==> config.mk <==
export PLATFORM = sky130hd
export DESIGN_NAME = bus_cmd_gen
export DESIGN_NICKNAME = d
export VERILOG_FILES = /design/src/rtl/bcg_pkg.sv /design/src/rtl/bcg_start_detect.sv /design/src/rtl/bcg_phase_fsm.sv /design/src/rtl/bcg_cmd_decode.sv /design/src/rtl/bus_cmd_gen.sv
export SDC_FILE = /design/constraint.sdc
export NUM_CORES = 1
export LEC_CHECK = 0
export ABC_AREA = 1
export BUFFER_PORTS_ARGS = -buffer_cell sky130_fd_sc_hd__buf_2
export CAP_MARGIN = 20
export CORE_AREA = 2 2 39 41
export DETAILED_ROUTE_END_ITERATION = 10
export DIE_AREA = 0 0 41 43
export PLACE_DENSITY = 0.71
export SLEW_MARGIN = 40
export SYNTH_ARGS = -nofsm -noshare
export SYNTH_HDL_FRONTEND = slang
export SYNTH_SLANG_ARGS = --single-unit
==> constraint.sdc <==
create_clock -name clk -period 1.5 [get_ports clk]
set_clock_uncertainty 0.2 [all_clocks]
set_input_delay 0.075 -clock clk [delete_from_list [all_inputs] [get_ports clk]]
set_output_delay 0.075 -clock clk [all_outputs]
set_load 0.01 [all_outputs]
==> src/rtl/bcg_pkg.sv <==
// Package: shared codes, phase type and the command table of the bus
// command generator. Assumes a 3-bit status code.
package bcg_pkg;

    localparam int STAT_W = 3;
    typedef logic [STAT_W-1:0] stat_t;

    localparam stat_t ST_INTA  = 3'b000;
    localparam stat_t ST_IORD  = 3'b001;
    localparam stat_t ST_IOWR  = 3'b010;
    localparam stat_t ST_HALT  = 3'b011;
    localparam stat_t ST_FETCH = 3'b100;
    localparam stat_t ST_MEMRD = 3'b101;
    localparam stat_t ST_MEMWR = 3'b110;
    localparam stat_t ST_IDLE  = 3'b111;

    typedef enum logic [2:0] {
        PH_IDLE = 3'd0,
        PH_T1   = 3'd1,
        PH_T2   = 3'd2,
        PH_T3   = 3'd3,
        PH_TW   = 3'd4,
        PH_T4   = 3'd5
    } phase_t;

    // Command strobe indices
    localparam int CMD_MRD   = 0;
    localparam int CMD_MWR   = 1;
    localparam int CMD_AMWR  = 2;
    localparam int CMD_IORD  = 3;
    localparam int CMD_IOWR  = 4;
    localparam int CMD_AIOWR = 5;
    localparam int CMD_INTA  = 6;
    localparam int NCMD      = 7;

    // True when the status code selects strobe idx
    function automatic logic cmd_hit(input int idx, input stat_t c);
        case (idx)
            CMD_MRD:   return (c == ST_MEMRD) || (c == ST_FETCH);
            CMD_MWR,
            CMD_AMWR:  return (c == ST_MEMWR);
            CMD_IORD:  return (c == ST_IORD);
            CMD_IOWR,
            CMD_AIOWR: return (c == ST_IOWR);
            CMD_INTA:  return (c == ST_INTA);
            default:   return 1'b0;
        endcase
    endfunction

    // True when strobe idx starts in T3 instead of T2
    function automatic logic cmd_late(input int idx);
        return (idx == CMD_MWR) || (idx == CMD_IOWR);
    endfunction

    function automatic logic is_write(input stat_t c);
        return (c == ST_MEMWR) || (c == ST_IOWR);
    endfunction

endpackage

==> src/rtl/bcg_start_detect.sv <==
// Start detector: remembers the previous status sample and flags the
// clock in which the code leaves the passive value while the bus is free
// (idle or in T4). Captures the code of the cycle being started.
// Assumes the status input is already synchronous to clk.
module bcg_start_detect
    import bcg_pkg::*;
#(
    parameter stat_t PASSIVE = ST_IDLE
) (
    input  logic   clk,
    input  logic   rst_n,
    input  stat_t  stat_i,
    input  phase_t phase_i,
    output logic   start_o,
    output stat_t  code_o
);

    stat_t stat_prev;
    logic  bus_free;

    // Bus may take a new cycle only when idle or finishing T4
    always_comb bus_free = (phase_i == PH_IDLE) || (phase_i == PH_T4);

    // Start on a passive-to-active transition of the status code
    always_comb start_o = bus_free && (stat_i != PASSIVE) && (stat_prev == PASSIVE);

    // Status history register
    always_ff @(posedge clk) begin
        if (!rst_n) stat_prev <= PASSIVE;
        else        stat_prev <= stat_i;
    end

    // Capture the code of a starting cycle
    always_ff @(posedge clk) begin
        if (!rst_n)       code_o <= PASSIVE;
        else if (start_o) code_o <= stat_i;
    end

    // the cycle code is frozen once the cycle has left T1
    a_r10_code_frozen: assert property (@(posedge clk) disable iff (!rst_n)
        (phase_i inside {PH_T2, PH_T3, PH_TW}) |=> $stable(code_o));

    // no start without a passive sample one edge earlier
    a_r10_start_edge: assert property (@(posedge clk) disable iff (!rst_n)
        (start_o && $past(rst_n)) |-> ($past(stat_i) == PASSIVE));

endmodule

==> src/rtl/bcg_phase_fsm.sv <==
// Phase sequencer: steps T1, T2, T3, inserts wait states while ready is
// low at the end of T3 or a wait state, then T4, then idle or a new T1.
// Assumes start_i is only raised when idle or in T4.
module bcg_phase_fsm
    import bcg_pkg::*;
(
    input  logic   clk,
    input  logic   rst_n,
    input  logic   start_i,
    input  logic   rdy_i,
    output phase_t phase_o
);

    phase_t phase_nx;

    // Next-phase selection
    always_comb begin
        phase_nx = PH_IDLE;
        case (phase_o)
            PH_IDLE: phase_nx = start_i ? PH_T1 : PH_IDLE;
            PH_T1:   phase_nx = PH_T2;
            PH_T2:   phase_nx = PH_T3;
            PH_T3:   phase_nx = rdy_i ? PH_T4 : PH_TW;
            PH_TW:   phase_nx = rdy_i ? PH_T4 : PH_TW;
            PH_T4:   phase_nx = start_i ? PH_T1 : PH_IDLE;
            default: phase_nx = PH_IDLE;
        endcase
    end

    // Phase register
    always_ff @(posedge clk) begin
        if (!rst_n) phase_o <= PH_IDLE;
        else        phase_o <= phase_nx;
    end

    // a detected start is followed by T1
    a_r2_start_to_t1: assert property (@(posedge clk) disable iff (!rst_n)
        start_i |=> (phase_o == PH_T1));

    // a wait state only follows a low ready sample
    a_r7_wait_on_low_ready: assert property (@(posedge clk) disable iff (!rst_n)
        (phase_o inside {PH_T3, PH_TW}) && !rdy_i |=> (phase_o == PH_TW));

    // T1 is always followed by T2
    a_r2_t1_to_t2: assert property (@(posedge clk) disable iff (!rst_n)
        (phase_o == PH_T1) |=> (phase_o == PH_T2));

endmodule

==> src/rtl/bcg_cmd_decode.sv <==
// Output decoder: turns the current phase and cycle code into the latch
// strobe, transceiver enable and direction, and one active-low strobe per
// command kind. Strobe windows come from the package command table.
// Assumes code_i holds the code of the current cycle from T1 to T4.
module bcg_cmd_decode
    import bcg_pkg::*;
(
    input  logic            clk,
    input  logic            rst_n,
    input  phase_t          phase_i,
    input  stat_t           code_i,
    output logic            ale_o,
    output logic            den_o,
    output logic            dir_tx_o,
    output logic [NCMD-1:0] cmd_n_o
);

    logic in_cycle;
    logic data_win;
    logic late_win;

    // Phase windows shared by all strobes
    always_comb begin
        in_cycle = (phase_i != PH_IDLE);
        data_win = phase_i inside {PH_T2, PH_T3, PH_TW, PH_T4};
        late_win = phase_i inside {PH_T3, PH_TW, PH_T4};
    end

    // Control outputs
    always_comb begin
        ale_o    = (phase_i == PH_T1);
        den_o    = data_win && (code_i != ST_HALT);
        dir_tx_o = in_cycle && is_write(code_i);
    end

    // One strobe per command kind, window picked by the table
    for (genvar gi = 0; gi < NCMD; gi++) begin : g_cmd
        logic win;
        always_comb win = cmd_late(gi) ? late_win : data_win;
        assign cmd_n_o[gi] = ~(cmd_hit(gi, code_i) & win);
    end

    // the latch strobe lasts one clock
    a_r2_ale_pulse: assert property (@(posedge clk) disable iff (!rst_n)
        ale_o |=> !ale_o);

    // a normal write strobe is always covered by its early strobe
    a_r4_mwr_under_adv: assert property (@(posedge clk) disable iff (!rst_n)
        !cmd_n_o[CMD_MWR] |-> !cmd_n_o[CMD_AMWR]);
    a_r4_iowr_under_adv: assert property (@(posedge clk) disable iff (!rst_n)
        !cmd_n_o[CMD_IOWR] |-> !cmd_n_o[CMD_AIOWR]);

    // a halt cycle issues no command and no data enable
    a_r6_halt_quiet: assert property (@(posedge clk) disable iff (!rst_n)
        (code_i == ST_HALT) |-> (&cmd_n_o && !den_o));

    // outputs hold during wait states
    a_r7_hold_in_wait: assert property (@(posedge clk) disable iff (!rst_n)
        (phase_i == PH_TW) |-> $stable({cmd_n_o, den_o, dir_tx_o}));

    // all strobes released in the clock after T4
    a_r9_release: assert property (@(posedge clk) disable iff (!rst_n)
        (phase_i == PH_T4) |=> &cmd_n_o);

    // never two command kinds at once
    a_r11_one_kind: assert property (@(posedge clk) disable iff (!rst_n)
        $countones(~{cmd_n_o[CMD_MRD], cmd_n_o[CMD_MWR], cmd_n_o[CMD_IORD],
                     cmd_n_o[CMD_IOWR], cmd_n_o[CMD_INTA]}) <= 1);

endmodule

==> src/rtl/bus_cmd_gen.sv <==
// Top: status-decoded bus command generator. Detects the start of a bus
// cycle from the status code, sequences the bus phases with ready-driven
// wait states and decodes the control and command outputs.
// Assumes bus_stat and rdy are synchronous to clk.
module bus_cmd_gen
    import bcg_pkg::*;
(
    input  logic       clk,
    input  logic       rst_n,
    input  logic [2:0] bus_stat,
    input  logic       rdy,
    output logic       ale,
    output logic       den,
    output logic       dir_tx,
    output logic       mem_rd_n,
    output logic       mem_wr_n,
    output logic       mem_wr_adv_n,
    output logic       io_rd_n,
    output logic       io_wr_n,
    output logic       io_wr_adv_n,
    output logic       irq_ack_n
);

    phase_t          phase;
    stat_t           code;
    logic            start;
    logic [NCMD-1:0] cmd_n;

    bcg_start_detect #(.PASSIVE(ST_IDLE)) u_start (
        .clk     (clk),
        .rst_n   (rst_n),
        .stat_i  (bus_stat),
        .phase_i (phase),
        .start_o (start),
        .code_o  (code)
    );

    bcg_phase_fsm u_fsm (
        .clk     (clk),
        .rst_n   (rst_n),
        .start_i (start),
        .rdy_i   (rdy),
        .phase_o (phase)
    );

    bcg_cmd_decode u_dec (
        .clk      (clk),
        .rst_n    (rst_n),
        .phase_i  (phase),
        .code_i   (code),
        .ale_o    (ale),
        .den_o    (den),
        .dir_tx_o (dir_tx),
        .cmd_n_o  (cmd_n)
    );

    // Map the strobe vector onto named ports
    always_comb begin
        mem_rd_n     = cmd_n[CMD_MRD];
        mem_wr_n     = cmd_n[CMD_MWR];
        mem_wr_adv_n = cmd_n[CMD_AMWR];
        io_rd_n      = cmd_n[CMD_IORD];
        io_wr_n      = cmd_n[CMD_IOWR];
        io_wr_adv_n  = cmd_n[CMD_AIOWR];
        irq_ack_n    = cmd_n[CMD_INTA];
    end

endmodule

# Word level (Yosys, flattened, before mapping)
# Cells that the tools add are included.
# classes
n_eq_ne,13
n_mux,3
n_bitwise,14
reduce_logical,14
# ops
operator,n
"3-bit equality test, second input constant",6
3-bit one-hot mux with 4 select lines,1
"3-bit by 2-bit equality test with 1-bit output, second input constant",3
1-bit AND,7
1-bit inverter,7
"3-bit by 1-bit equality test with 1-bit output, second input constant",2
3-bit logical NOT,2
3-bit nonzero test,2
1-bit logical AND,4
4-bit nonzero test,1
2-bit OR reduction,2
1-bit logical OR,3
"3-bit by 2-bit inequality test with 1-bit output, second input constant",1
"3-bit inequality test, second input constant",1
1-bit 2-to-1 mux,2
# totals
regBits,9
in_bits,6
out_inout_bits,10
word_cells,47

# Logic depth before layout (Yosys ltp)
# depth
word_depth,6
depth_mapped,7
ltp_nobuf,7

# By module
# Synthesis repeated with hierarchy kept, for this count alone.
# hier_totals
cells_unflattened,81
hier_area_um2,535.5
# modules_own_cells
module,instances,cells_per_inst,area_each_um2
bcg_start_detect,1,33,260.2
bcg_phase_fsm,1,19,143.9
bcg_cmd_decode,1,29,131.4

# Least setup slack after synthesis
# OpenSTA, ideal clock, no wires.
# synth_timing
kind,register -> output
from,reg u_fsm.phase_o[1]
to,out irq_ack_n
arrival_ns,0.965
slack_ns,0.260
stages_incl_launch_ff,5
n_path_buf,0
path_cell_list,dfxtp_1 -> ha_1 -> inv_1 -> nor2_1 -> nand3b_1
# synth_via
elab_chain_len,4
word_cells_on_any_way,7
classes_between,4 x eq/ne; 2 x bitwise; 1 x reduce/logical
# synth_rtl
element,line_no,source
from (decl),bcg_phase_fsm.sv:11,output phase_t phase_o
from (signal assigned),bcg_phase_fsm.sv:33,else phase_o <= phase_nx;
3-bit by 2-bit equality test with 1-bit output / 3-bit equality test (equally long branches),bcg_cmd_decode.sv:25,"data_win = phase_i inside {PH_T2, PH_T3, PH_TW, PH_T4};"
4-bit nonzero test (*),bcg_cmd_decode.sv:25,
1-bit AND (*),bcg_cmd_decode.sv:40,"assign cmd_n_o[gi] = ~(cmd_hit(gi, code_i) & win);"
1-bit inverter (*),bcg_cmd_decode.sv:40,
to (decl),bus_cmd_gen.sv:21,output logic irq_ack_n
# Mark *: on every way between the ends. The rest lies on a longest branch, timed or not.

# Worst setup path after layout
# layout_timing
from,reg u_fsm.phase_o[1]
to,out io_rd_n
# layout_via
elab_chain_len,4
word_cells_on_any_way,7
classes_between,4 x eq/ne; 2 x bitwise; 1 x reduce/logical
# layout_rtl
element,line_no,source
3-bit by 2-bit equality test with 1-bit output / 3-bit equality test (equally long branches),bcg_cmd_decode.sv:25,
4-bit nonzero test (*),bcg_cmd_decode.sv:25,
1-bit AND (*),bcg_cmd_decode.sv:40,
1-bit inverter (*),bcg_cmd_decode.sv:40,
to (decl),bus_cmd_gen.sv:18,"output logic io_rd_n,"
# Marks and branches as above.

==> summary.md <==
| Metric | Value |
|---|---|
| Yosys top cell area share | `38.8%` |
| Tot GR Track Use | `15.1%` |
| Mapped Cells | `72` |
| Most frequent cells in the layout | `nand2_1, buf_2, nand3_1` |
| Initial core utilization | `33.5%` |
| TritonCTS Buffers | `3` |
| P_leak | `0.353 nW` |
| Top post-synthesis cells by area | `dfxtp_1, nand2_1, nand3_1` |
| Top cell type by total area after synthesis | `dfxtp_1` |
| Fmax | `650 MHz` |
| Max cap viols | `0` |
| Seq/Total Area, Yosys | `38.8%` |
| DRT antenna net count | `0` |
| WP data required | `1220 ps` |
| Crit path DAT | `1260 ps` |
| Clk_lat worst skew | `260 ps` |
| WS Path Type | `reg2out` |
| Layout Nets | `108` |
| Commonest non-fill, non-tap cell in the layout | `nand2_1` |
| Final hold violation count | `0` |
| Dpl hpwl | `732 µm` |
| Share of layout cells above drive strength 1 | `35.0%` |
| Critical Path Slowest Stage Cell | `dfxtp_4` |
| Worst hold path class | `reg2reg` |
| Initial drt markers | `9` |
| Power density cells | `1010 mW/mm²` |
| Worst path top cell family by delay | `flip-flops` |
| Row cnt | `14` |
| Port buffer count | `15` |
| Area of the die | `0.00176 mm²` |
| Startpoint class of the critical path | `register` |
| Least-Margin Pin Slew | `280 ps` |
| Post-Synth XOR/XNOR Area | `0%` |
| Clock transition at path regs | `60 ps` |
| TritonRoute pass-1 iters | `4` |
| Diode count | `0` |
| Minimum clock period | `1540 ps` |
| Yosys reg bits | `9` |
| CTS tree | `yes` |
| Mux contribution to synthesized area | `0%` |
| Place WS | `116 ps` |
| Post-synth net total | `79` |
| Placer congestion estimate | `0.692` |
| Via density | `4.66` |
| Syn-to-layout area delta | `53.9%` |
| Syn Area/Cell | `6.45 µm²` |
| Largest net degree at the start of global routing | `8` |
| Main combinational cell family by area after synthesis | `simple AND/OR/NAND/NOR gates` |
| Die Wd | `41 µm` |
| Maximum vdd drop | `0.464 mV` |
| Die Height | `43 µm` |
| Yosys cell types | `13` |
| Clk root buf | `clkbuf_4` |
| Final setup viols | `4` |
| Via count | `541` |
| Simple-gate share of the synthesized area | `47.7%` |
| Max-slew violations | `0` |
| DRC viols | `0` |
| Core area | `0.00138 mm²` |
| First-pass GRT wire length | `1780 µm` |
| Total Routed Length | `1120 µm` |
| Cell Chain, Critical Path | `ha_4, inv_2, nor2_4, nand3_1, buf_2` |
| Violated checks | `setup timing` |
| Crit end category | `output pin` |
| Fin util | `51.6%` |
| Post-synthesis adder-cell area fraction | `2.70%` |
| CP bufs+invs | `2` |
| Worst Setup Slack, final | `-38.1 ps` |
| Vias in the first global route | `495` |
| Post-synthesis compound-gate area fraction | `3.50%` |
| Warnings, synthesis | `0` |
| Unrepaired setup endpoints after global routing | `yes` |
| Rel. slew slack | `81.3%` |
| Part of the cycle the worst path needs | `103%` |
| Crit Path Max Fanout | `6` |
| Clock Sinks | `9` |
| Initial antenna violation count | `0` |
| DR WL/cell | `9.68 µm` |
| Status | `finished, violations left` |
| Slowest stage delay, CP | `360 ps` |
| Total congestion overflow | `0` |
| H-tree levels | `1` |
| Post-Synthesis Cell Area | `464 µm²` |
| Clock buffer depth | `2` |
| I/O pins | `16` |
## registers in the layout, summed over array words and instances (netlist names)
signal	flops
u_start.stat_prev	3
u_fsm.phase_o	3
u_start.code_o	3
## logic make-up after synthesis
kind of cell               after synthesis
DFF                                      9
AOI/OAI and AO/OA                        3
buffers and inverters                    9
adders and majority gates                1
and+or+nand+nor                         50
## worst reg2reg max path, stage by stage, from the launching register on
cell	delay, ps
dfxtp_4	360
buf_4	140
nor2_4	100
nand2_2	70
nand2_1	80
nand2_1	90
nand2_1	70
nand3_1	70
## cell usage after synthesis
master,count
ha_1,1
o21ai_0,2
nor2_1,9
dfxtp_1,9
a31oi_1,1
and2_1,1
nand3_1,13
nand2_1,21
nand3b_1,1
inv_1,9
or2_2,3
nor3_1,1
nor2_2,1
## worst paths after layout
| check | from | end | slack, ps | cells past startpoint |
|---|---|---|---|---|
| min | u_start.code_o[1] | u_start.code_o[1] | 310 | 2 |
| min reg2reg | u_start.code_o[1] | u_start.code_o[1] | 310 | 2 |
| max | u_fsm.phase_o[1] | io_rd_n | -40 | 5 |
| max reg2reg | u_fsm.phase_o[1] | u_start.code_o[1] | 210 | 7 |
## per-stage QoR
stage	hold WS (ps)	std cells	TNS (ps)	area (µm²)	total power [mW]
after floorplan	-56.3	72	0	464	0.420
after detailed placement	84.6	103	0	559	0.472
after global routing	334	116	-499	714	0.775
final	309	116	-74.6	714	0.719
after global placement	79.9	103	0	559	0.471
after CTS	319	116	-102	699	0.708
## area by class of cell
cell class,instances,area (µm²)
Sequential cell,9,191
Tap cell,16,20.0
Clock buffer,4,26.3
Fill cell,138,669
Inverter,9,33.8
Timing Repair Buffer,24,158
Multi-Input combinational cell,54,285
## report_power, final
group	total [mW]	internal (mW)	switching (mW)
Clock	0.183	0.102	0.0807
Sequential	0.311	0.270	0.0406
Combinational	0.226	0.103	0.123
Total	0.719	0.475	0.244
## layer usage
metal | vias up | GRT usage (%) | share of wire [%]
met5 | - | 0 | 0
met4 | 0 | 8.00 | 1.3
met3 | 2 | 3.14 | 2.6
met2 | 11 | 26.3 | 54
met1 | 244 | 15.4 | 42
li1 | 284 | - | -
## repair_timing
item	CTS	global route
pin swaps	3	2
hold buffers	6	0
endpoints found under the hold margin	8	0
buffers inserted	3	0
endpoints found under the setup margin	6	9
gates cloned	0	0
resized for setup	11	5
Note: power is estimated with default switching activity, not from simulation.
